`config.mk`:
```
export PLATFORM = sky130hd
export DESIGN_NAME = pal_core
export DESIGN_NICKNAME = d
export VERILOG_FILES = /design/src/rtl/pal_pkg.sv /design/src/rtl/pal_fuse_store.sv /design/src/rtl/pal_plane.sv /design/src/rtl/pal_core.sv
export SDC_FILE = /design/constraint.sdc
export NUM_CORES = 1
export LEC_CHECK = 0
export ABC_AREA = 1
export BUFFER_PORTS_ARGS = -buffer_cell sky130_fd_sc_hd__buf_2
export CAP_MARGIN = 25
export CELL_PAD_IN_SITES_DETAIL_PLACEMENT = 1
export CELL_PAD_IN_SITES_GLOBAL_PLACEMENT = 1
export CORE_ASPECT_RATIO = 2
export CORE_MARGIN = 5
export CORE_UTILIZATION = 39
export DETAILED_ROUTE_END_ITERATION = 7
export PLACE_DENSITY = 0.75
export SLEW_MARGIN = 30
export SYNTH_ARGS = -nofsm -noshare
export SYNTH_HDL_FRONTEND = slang
export SYNTH_SLANG_ARGS = --single-unit
```
`constraint.sdc`:
```
create_clock -name clk -period 10.7 [get_ports clk]
set_input_delay 2.14 -clock clk [delete_from_list [all_inputs] [get_ports clk]]
set_output_delay 2.14 -clock clk [all_outputs]
set_load 0.1 [all_outputs]
```
`src/rtl/pal_pkg.sv`:
```
package pal_pkg;

    // Default geometry of the array
    localparam int PAL_N_IN  = 4;  // dedicated inputs
    localparam int PAL_N_SEC = 4;  // output sections / pins
    localparam int PAL_N_PT  = 4;  // sum terms per section

    // Per-signal code inside a product term
    typedef enum logic [1:0] {
        SC_ZERO = 2'b00,  // term forced to 0
        SC_TRUE = 2'b01,  // signal taken true
        SC_COMP = 2'b10,  // signal taken complemented
        SC_ANY  = 2'b11   // signal ignored
    } sig_code_e;

    // Contribution of one signal field to its product term
    function automatic logic code_hit(sig_code_e c, logic s);
        logic r;
        case (c)
            SC_TRUE: r = s;
            SC_COMP: r = ~s;
            SC_ANY:  r = 1'b1;
            default: r = 1'b0;
        endcase
        return r;
    endfunction

    // A field that reads its signal (true or complemented)
    function automatic logic code_reads(logic [1:0] c);
        return c[1] ^ c[0];
    endfunction

endpackage

```
`src/rtl/pal_fuse_store.sv`:
```
module pal_fuse_store #(
    parameter int N_IN  = pal_pkg::PAL_N_IN,
    parameter int N_SEC = pal_pkg::PAL_N_SEC,
    parameter int N_PT  = pal_pkg::PAL_N_PT,
    parameter int TERM_AW = $clog2(N_SEC * (N_PT + 1))
) (
    input  logic                                            clk,
    input  logic                                            rst,
    input  logic                                            cfg_we,
    input  logic [TERM_AW-1:0]                              cfg_addr,
    input  logic [2*(N_IN+N_SEC)-1:0]                       cfg_data,
    output logic [N_SEC*(N_PT+1)-1:0][2*(N_IN+N_SEC)-1:0]   fuses,
    output logic [N_SEC-1:0]                                loop_err
);
    localparam int N_TPS  = N_PT + 1;
    localparam int N_TERM = N_SEC * N_TPS;
    localparam int TW     = 2 * (N_IN + N_SEC);

    logic [N_TERM-1:0][TW-1:0] fuses_q;
    logic [N_SEC-1:0]          loop_err_q;
    logic                      pend_q;
    logic [N_SEC-1:0]          hazard;
    logic                      addr_ok;

    assign addr_ok = (int'(cfg_addr) < N_TERM);

    // Term store and write-pending marker
    always_ff @(posedge clk) begin
        if (rst) begin
            fuses_q <= '0;
            pend_q  <= 1'b0;
        end else begin
            pend_q <= cfg_we;
            if (cfg_we && addr_ok) begin
                fuses_q[cfg_addr] <= cfg_data;
            end
        end
    end

    // Self-feedback hazard per section
    for (genvar s = 0; s < N_SEC; s++) begin : g_haz
        localparam int EN_T  = s * N_TPS + N_PT;
        localparam int FB_LO = 2 * (N_IN + s);
        logic [N_PT-1:0] reads_self;
        for (genvar k = 0; k < N_PT; k++) begin : g_rd
            assign reads_self[k] = pal_pkg::code_reads(fuses_q[s * N_TPS + k][FB_LO +: 2]);
        end
        assign hazard[s] = (&fuses_q[EN_T]) && (|reads_self);
    end

    always_ff @(posedge clk) begin
        if (rst) begin
            loop_err_q <= '0;
        end else if (pend_q) begin
            loop_err_q <= loop_err_q | hazard;
        end
    end

    assign fuses    = fuses_q;
    assign loop_err = loop_err_q;

    // a raised flag never drops without reset
    a_r10_flag_sticky: assert property (@(posedge clk) disable iff (rst)
        (loop_err_q != '0) |=> ((loop_err_q & $past(loop_err_q)) == $past(loop_err_q)));

    // flags only change in the cycle after a write
    a_r10_flag_after_write: assert property (@(posedge clk) disable iff (rst)
        (loop_err_q != $past(loop_err_q)) |-> $past(pend_q));

    // no write, no change to the stored codes
    a_r8_idle_stable: assert property (@(posedge clk) disable iff (rst)
        !cfg_we |=> $stable(fuses_q));

    // an in-range write lands on the next edge
    a_r8_write_lands: assert property (@(posedge clk) disable iff (rst)
        (cfg_we && addr_ok) |=> (fuses_q[$past(cfg_addr)] == $past(cfg_data)));

endmodule

```
`src/rtl/pal_plane.sv`:
```
module pal_plane #(
    parameter int N_IN  = pal_pkg::PAL_N_IN,
    parameter int N_SEC = pal_pkg::PAL_N_SEC,
    parameter int N_PT  = pal_pkg::PAL_N_PT
) (
    input  logic [N_SEC*(N_PT+1)-1:0][2*(N_IN+N_SEC)-1:0] fuses,
    input  logic [N_IN-1:0]                               ded_in,
    input  logic [N_SEC-1:0]                              fb,
    output logic [N_SEC-1:0]                              val,
    output logic [N_SEC-1:0]                              en
);
    localparam int N_SIG  = N_IN + N_SEC;
    localparam int N_TPS  = N_PT + 1;
    localparam int N_TERM = N_SEC * N_TPS;

    logic [N_SIG-1:0]  sig;
    logic [N_TERM-1:0] hit_vec;

    // Signal order: dedicated inputs low, pin feedback high
    assign sig = {fb, ded_in};

    // Programmable AND plane
    for (genvar t = 0; t < N_TERM; t++) begin : g_term
        logic hit;
        always_comb begin
            hit = 1'b1;
            for (int j = 0; j < N_SIG; j++) begin
                hit = hit & pal_pkg::code_hit(pal_pkg::sig_code_e'(fuses[t][2*j +: 2]), sig[j]);
            end
        end
        assign hit_vec[t] = hit;
    end

    // Fixed OR plane and enable term per section
    for (genvar s = 0; s < N_SEC; s++) begin : g_sec
        assign val[s] = |hit_vec[s * N_TPS +: N_PT];
        assign en[s]  = hit_vec[s * N_TPS + N_PT];
    end

endmodule

```
`src/rtl/pal_core.sv`:
```
module pal_core #(
    parameter int N_IN  = pal_pkg::PAL_N_IN,
    parameter int N_SEC = pal_pkg::PAL_N_SEC,
    parameter int N_PT  = pal_pkg::PAL_N_PT,
    parameter int TERM_AW = $clog2(N_SEC * (N_PT + 1))
) (
    input  logic                        clk,
    input  logic                        rst,
    input  logic                        cfg_we,
    input  logic [TERM_AW-1:0]          cfg_addr,
    input  logic [2*(N_IN+N_SEC)-1:0]   cfg_data,
    input  logic [N_IN-1:0]             ded_in,
    input  logic [N_SEC-1:0]            pin_in,
    output logic [N_SEC-1:0]            out_val,
    output logic [N_SEC-1:0]            out_en,
    output logic [N_SEC-1:0]            loop_err
);
    localparam int N_TERM = N_SEC * (N_PT + 1);
    localparam int TW     = 2 * (N_IN + N_SEC);
    // An acyclic chain through N_SEC sections settles within N_SEC+1 passes
    localparam int N_LVL  = N_SEC + 1;

    logic [N_TERM-1:0][TW-1:0] fuses;

    pal_fuse_store #(
        .N_IN(N_IN), .N_SEC(N_SEC), .N_PT(N_PT), .TERM_AW(TERM_AW)
    ) u_store (
        .clk      (clk),
        .rst      (rst),
        .cfg_we   (cfg_we),
        .cfg_addr (cfg_addr),
        .cfg_data (cfg_data),
        .fuses    (fuses),
        .loop_err (loop_err)
    );

    // Unrolled settle levels: each level sees the pins the previous one drove
    for (genvar l = 0; l < N_LVL; l++) begin : g_lvl
        logic [N_SEC-1:0] fb, v, e;
        if (l == 0) begin : g_first
            assign fb = pin_in;
        end else begin : g_next
            assign fb = (g_lvl[l-1].e & g_lvl[l-1].v) | (~g_lvl[l-1].e & pin_in);
        end
        pal_plane #(
            .N_IN(N_IN), .N_SEC(N_SEC), .N_PT(N_PT)
        ) u_plane (
            .fuses  (fuses),
            .ded_in (ded_in),
            .fb     (fb),
            .val    (v),
            .en     (e)
        );
    end

    assign out_val = g_lvl[N_LVL-1].v;
    assign out_en  = g_lvl[N_LVL-1].e;

    // the cycle after a reset edge shows a blank array
    a_r1_blank_after_reset: assert property (@(posedge clk)
        $past(rst) |-> (out_val == '0 && out_en == '0 && loop_err == '0));

endmodule

```
**Word level (Yosys, flattened, before mapping)**

Cells that the tools add are included.

- Register bits: 325
- Latch bits: 0
- Memory bits (writable): 0
- ROM bits: 0
- Input bits: 32
- Output and inout port bits: 12
- Word-level logic and storage cells: 1,539
- Memories: 0

- Add/sub/neg operators: 0
- Multiply operators: 0
- Divide/modulo/power cells: 0
- $lt $le $gt $ge: 3
- Eq/ne operators: 480
- Shift operators: 0
- Multiplexer cells: 483
- Bitwise gates (word level): 517
- Reduce and logical (&&, ||, !) cells: 34

Operators with widths:

| kind | number |
|---|---|
| one-hot mux 1 bit (3 select lines) | 480 |
| equality test 2 bit, second input constant | 320 |
| AND 1 bit | 460 |
| bitwise mux 320 bit | 1 |
| equality test 2 x 1 -> 1 bit, second input constant | 160 |
| OR reduction 4 bit | 24 |
| demux 16 bit (select 5 bit) | 1 |
| AND reduction 16 bit | 4 |
| AND 4 bit | 8 |
| NOT 1 bit | 24 |
| OR 4 bit | 5 |
| 2-to-1 mux 16 bit | 1 |
| NOT 4 bit | 4 |
| XOR 1 bit | 16 |
| logical AND 1 bit | 6 |
| less-than comparator 5 x 6 -> 1 bit, second input constant | 1 |
| >= comparator 5 x 1 -> 1 bit, second input constant | 1 |
| less-than comparator 5 bit, second input constant | 1 |

**Longest topological paths before layout**

- Depth in word-level cells: 46
- Depth in mapped cells: 46
- Depth with buffers taken out: 41

**Modules after synthesis**

From an unflattened synthesis, not the netlist that was laid out.

- Cell total of the unflattened synthesis: 5,044
- Area total of the unflattened synthesis: 25,386.8 sq um

Modules (own cells, without submodules):

| module | times used | cells each | area an instance (sq um) | seq. area each (sq um) |
|---|---|---|---|---|
| pal_plane | 5 | 650 | 2,577.5 | 0.0 |
| pal_fuse_store | 1 | 1,730 | 12,259.3 | 6,506.2 |
| pal_core | 1 | 64 | 240.2 | 0.0 |

**Worst setup path before layout**

OpenSTA, ideal clock, no wires.

- Path type: input to output
- Start: input port pin_in[2]
- End: output port out_val[1]
- Data arrival time: 6.372 ns
- Data required time: 8.560 ns
- Slack: 2.188 ns
- Stages on the path: 35
- Buffers on the path: 6
- Cell sequence: buf_4 buf_2 nand2_1 nand2_1 nor2_1 nand2_1 nor2_2 nor2_1 o21bai_4 buf_6 a21oi_1 nand3_1 nor2_4 nand3_2 o21bai_4 buf_6 o21ai_1 a21oi_2 nand3_1 nand2_2 nand2_4 buf_6 nand2_1 o211ai_2 nor2_4 nor2_1 o21bai_4 buf_6 nand2_1 nand2_1 nor2_1 nand3_1 nand2_1 clkinv_1 nand2_1

- Word-level cells in the longest chain between the ends: 41
- Elaborated cells between the ends (all ways): 622
- Classes of those cells: mux (276); bitwise (329); reduce/logical (17)

Ends and longest elaborated chain:

| what | RTL line | source |
|---|---|---|
| from (decl) | pal_core.sv:13 | `input logic [N_SEC-1:0] pin_in,` |
| NOT 1 bit | pal_pkg.sv:21 | `SC_COMP: r = ~s;` |
| one-hot mux 1 bit (3 select lines) | pal_pkg.sv:19 | `case (c)` |
| AND 1 bit (2 in series) | pal_plane.sv:28 | `hit = hit & pal_pkg::code_hit(pal_pkg::sig_code_e'(fuses[t][2*j +: 2]), sig[j]);` |
| OR reduction 4 bit or NOT 4 bit (tied branches) | pal_plane.sv:36, pal_core.sv:43 |  |
| AND 4 bit | pal_core.sv:43 | `assign fb = (g_lvl[l-1].e & g_lvl[l-1].v) \| (~g_lvl[l-1].e & pin_in);` |
| OR 4 bit | pal_core.sv:43 |  |
| NOT 1 bit | pal_pkg.sv:21 |  |
| one-hot mux 1 bit (3 select lines) | pal_pkg.sv:19 |  |
| [18 not listed] | n/a |  |
| AND 1 bit (4 in series) | pal_plane.sv:28 |  |
| OR reduction 4 bit or NOT 4 bit (tied branches) | pal_plane.sv:36, pal_core.sv:43 |  |
| AND 4 bit | pal_core.sv:43 |  |
| OR 4 bit * | pal_core.sv:43 |  |
| NOT 1 bit | pal_pkg.sv:21 |  |
| one-hot mux 1 bit (3 select lines) | pal_pkg.sv:19 |  |
| AND 1 bit (4 in series) | pal_plane.sv:28 |  |
| OR reduction 4 bit * | pal_plane.sv:36 | `assign val[s] = \|hit_vec[s * N_TPS +: N_PT];` |
| to (decl) | pal_core.sv:14 | `output logic [N_SEC-1:0] out_val,` |

Mark *: on every way between the ends. The rest lies on a longest branch, timed or not.

**Worst setup path in the final report**

- Start: input port pin_in[0]
- End: output port out_val[1]

- Word-level cells in the longest chain between the ends: 43
- Elaborated cells between the ends (all ways): 662
- Classes of those cells: mux (276); bitwise (369); reduce/logical (17)

Ends and longest elaborated chain:

| what | RTL line |
|---|---|
| NOT 1 bit | pal_pkg.sv:21 |
| one-hot mux 1 bit (3 select lines) | pal_pkg.sv:19 |
| AND 1 bit (4 in series) | pal_plane.sv:28 |
| OR reduction 4 bit or NOT 4 bit (tied branches) | pal_plane.sv:36, pal_core.sv:43 |
| AND 4 bit | pal_core.sv:43 |
| OR 4 bit | pal_core.sv:43 |
| NOT 1 bit | pal_pkg.sv:21 |
| one-hot mux 1 bit (3 select lines) | pal_pkg.sv:19 |
| [18 not listed] | n/a |
| AND 1 bit (4 in series) | pal_plane.sv:28 |
| OR reduction 4 bit or NOT 4 bit (tied branches) | pal_plane.sv:36, pal_core.sv:43 |
| AND 4 bit | pal_core.sv:43 |
| OR 4 bit * | pal_core.sv:43 |
| NOT 1 bit | pal_pkg.sv:21 |
| one-hot mux 1 bit (3 select lines) | pal_pkg.sv:19 |
| AND 1 bit (4 in series) | pal_plane.sv:28 |
| OR reduction 4 bit * | pal_plane.sv:36 |

Marked as above.

==> impl_metrics.toml <==
[timing]
post-route-worst-setup-slack_ns = 0.2388
achievable-frequency_mhz = 95.59
report.final.slew_viol_count = 0
final-hold-violation-count = 0
layout_min_cycle_time_ns = 10.46
rsz0062_at_grt = "no"
tightestPinTransition_ns = 1.005
setup_tns_ns = 0
timing.slew.headroom = 0.3238
post_route_clock_skew_ns = 0.01196
setup_viol_count_final = 0
final_min_period_over_clock_period = 0.9777

[cells_and_area]
fill_cells = 7459
area_of_the_multi_input_gates_mm2 = 0.01256
final-seq-area_mm2 = 0.006506
finalCoreUtilization = 0.4382
syn_to_final_growth_pct = 11.87
layout-drive-gt1-share = 0.09365
nets = 3620
final_cells = 4286

[yosys]
main_flop_type_after_synthesis = "sky130_fd_sc_hd__dfxtp_1"
synth_common_cells = "1281 x sky130_fd_sc_hd__nand2_1, 524 x sky130_fd_sc_hd__nor2_1, 325 x sky130_fd_sc_hd__dfxtp_1"
post_synth.cell_area_avg_um2 = 5.920
synthCells = 3596
synth_area_leaders = "sky130_fd_sc_hd__dfxtp_1 31%, sky130_fd_sc_hd__nand2_1 23%, sky130_fd_sc_hd__nor2_1 9.2%, sky130_fd_sc_hd__nand3_1 7.3%, sky130_fd_sc_hd__a211oi_1 5.7%"
syn_nets = 3628
synth_top_area_share = 0.3056
synth.ff_latch_count = 325
post-synth-top-count-cell = "sky130_fd_sc_hd__nand2_1"
synth-async-reset-ratio = 0
count_of_unique_library_cells_instantiated_by_yosys = 43
syn-cell-area_mm2 = 0.02129
synth-edff-count = 0
synth-seq-area-share = 0.3056
synth_largest_area_cell = "sky130_fd_sc_hd__dfxtp_1"
synth_warnings = 0

[worst_setup_path]
timing.critical_path.to_type = "output pin"
crit-reg2reg-capture = "u_store.loop_err[0]"
critPathArrivalTime_ns = 8.32
setup.worst_path.end = "out_val[1]"
timing.reg2reg.setup_slack_ns = 8.35
timing_worst_setup_path_type = "in2out"
cpPeakStageDelay_ns = 0.41
start_kind = "input pin"
critical_path.slowest_cell = "sky130_fd_sc_hd__buf_2"
worst_r2r_startpoint = "u_store.fuses[79]"
critical-path-top-cell-by-count = "sky130_fd_sc_hd__nand2_1"
worstSetupStartpoint = "pin_in[0]"
worst_r2r_path_depth = 6
timing.critical_path.fanout_max = 22
cp_data_required_time_ns = 8.56

[global_route]
initial_antenna_violation_count = 5
via_count_of_the_first_global_routing_pass = 25600
grtUsageTotal = 0.3633
grt_max_degree = 96
grt_pass1_wl_um = 161600
grt-ovfl-total = 0

[status]
outcome = "completed"

[floorplan]
top_level_ports = 44
rows = 121
height_of_the_die_um = 340.4
core_region_area_mm2 = 0.05435
fp.dieArea_mm2 = 0.05964
die_width_um = 175.2
start_util = 0.3917

[placed_design]
buffer_ports.inserted = 43
dp_hpwl_um = 81410
place.detailed.instances = 4221
preCtsSetupSlack_ns = 0.2363
gp_congestion = 1.085

[drt]
remaining_drc_errors = 0
num_vias = 25220
finalWirelength_um = 112200
dr.pass1.iters = 5
routed_length_per_placed_instance_um = 26.17
ant_nets = 0
vias_per_cell = 5.885
drt_iter0_drc = 1931

[clock_tree]
h-tree-depth = 2
numCtsBuffers = 34
tritoncts_num_sinks = 325
cts_root_buf = "sky130_fd_sc_hd__clkbuf_16"
clkLatencyLatePin_ns = 0.58
clkTransAtPathRegs_ns = 0.06
tritoncts_clock_tree = "done"
cts_max_path_buffers = 3

[power]
ir_drop_v = 0.0001312
p_total_mw = 2.852
p_leak_nw = 10.04
power.density_cell_area_mw_per_mm2 = 119.7

[run]
drv_cap = 0

[worst_hold_path]
worst_hold_path_type = "reg2reg"
hold_path.startpoint = "u_store.loop_err[1]"
[worst min path at each step]
stage,cells past startpoint,to
after detailed placement,2,u_store.loop_err[1]
after floorplan,2,u_store.fuses[277]
final,2,u_store.loop_err[1]
after CTS,2,u_store.loop_err[1]
after global routing,2,u_store.fuses[183]
after global placement,2,u_store.loop_err[1]
[sequential cells by signal, indices dropped and copies added, names as in the netlist]
register	count
u_store.loop_err	4
u_store.fuses	320
u_store.pend_q	1
[stage by stage]
stage	hold slack, ns	instance area [µm²]
final	0.4539	23820
after global routing	0.4805	23810
after CTS	0.4539	23690
after detailed placement	0.4443	22590
after global placement	0.4342	22590
after floorplan	0.4410	21290
[per-layer routing]
metal,GRT usage,vias to the layer above,wire length (µm)
met5,0,-,41
met4,0.3302,8,13050
met3,0.05656,591,6862
met2,0.6294,1077,53700
met1,0.3707,12090,38510
li1,-,11460,-
[critical path, delay by kind of cell]
family / cells / cell delay, ns
AOI/OAI and AO/OA: 1 / 0.08
buffers and inverters: 7 / 1.62
and+or+nand+nor: 36 / 4.42
[what timing repair did]
action	in CTS	in global routing
hold buffers	0	0
buffers inserted	0	7
gates resized for setup	0	8
setup endpoints to repair	0	8
[final cells by class]
type,count,share of cell area
antenna,1,0.0001051
clock buffer,50,0.04245
clock inverter,7,0.003835
inverter,281,0.04481
multi-input combinational,2765,0.5274
sequential,325,0.2732
tap,676,0.03552
timing repair buffer,181,0.07271
[kinds of logic (layout without fill, tap and decap cells)]
group / Yosys count / in the layout / synth area share
xor gates and xnor gates: 16 / 16 / 0.006583
DFF: 325 / 325 / 0.3056
and+or+nand+nor: 2248 / 2248 / 0.4340
AOI/OAI and AO/OA: 501 / 501 / 0.1479
buffers and inverters: 506 / 519 / 0.1059
other: 0 / 1 / 0
[where the power goes]
group | total (mW) | switching [mW] | internal, mW
combinational | 0.387 | 0.285 | 0.102
clock | 1.23 | 0.565 | 0.664
sequential | 1.24 | 0.0130 | 1.22
[layout by cell type (no fill, tap or decap), types with 5 or more instances in the layout]
| cell | synthesis | layout |
|---|---|---|
| sky130_fd_sc_hd__nand2_4 | 6 | 6 |
| sky130_fd_sc_hd__nand3_1 | 312 | 312 |
| sky130_fd_sc_hd__nand3_2 | 12 | 12 |
| sky130_fd_sc_hd__nand2_2 | 18 | 18 |
| sky130_fd_sc_hd__buf_2 | 45 | 34 |
| sky130_fd_sc_hd__buf_12 | 0 | 36 |
| sky130_fd_sc_hd__xor2_1 | 16 | 16 |
| sky130_fd_sc_hd__clkinv_1 | 7 | 6 |
| sky130_fd_sc_hd__clkbuf_1 | 126 | 6 |
| sky130_fd_sc_hd__dfxtp_1 | 325 | 325 |
| sky130_fd_sc_hd__a21oi_1 | 164 | 164 |
| sky130_fd_sc_hd__o21ai_1 | 34 | 34 |
| sky130_fd_sc_hd__buf_4 | 25 | 110 |
| sky130_fd_sc_hd__nor2_4 | 8 | 9 |
| sky130_fd_sc_hd__o21bai_4 | 9 | 9 |
| sky130_fd_sc_hd__nand2_1 | 1281 | 1280 |
| sky130_fd_sc_hd__o21ai_0 | 96 | 96 |
| sky130_fd_sc_hd__nor2_1 | 524 | 522 |
| sky130_fd_sc_hd__inv_2 | 9 | 10 |
| sky130_fd_sc_hd__o22ai_1 | 5 | 5 |
| sky130_fd_sc_hd__a211oi_1 | 163 | 163 |
| sky130_fd_sc_hd__inv_1 | 261 | 261 |
| sky130_fd_sc_hd__nand4_1 | 8 | 8 |
| sky130_fd_sc_hd__clkbuf_16 | 0 | 34 |
| sky130_fd_sc_hd__o211ai_1 | 9 | 9 |
| sky130_fd_sc_hd__clkbuf_8 | 0 | 10 |
| sky130_fd_sc_hd__nor2_2 | 25 | 26 |
| sky130_fd_sc_hd__nor3_1 | 39 | 39 |
Power figures use the tool's default switching activity.
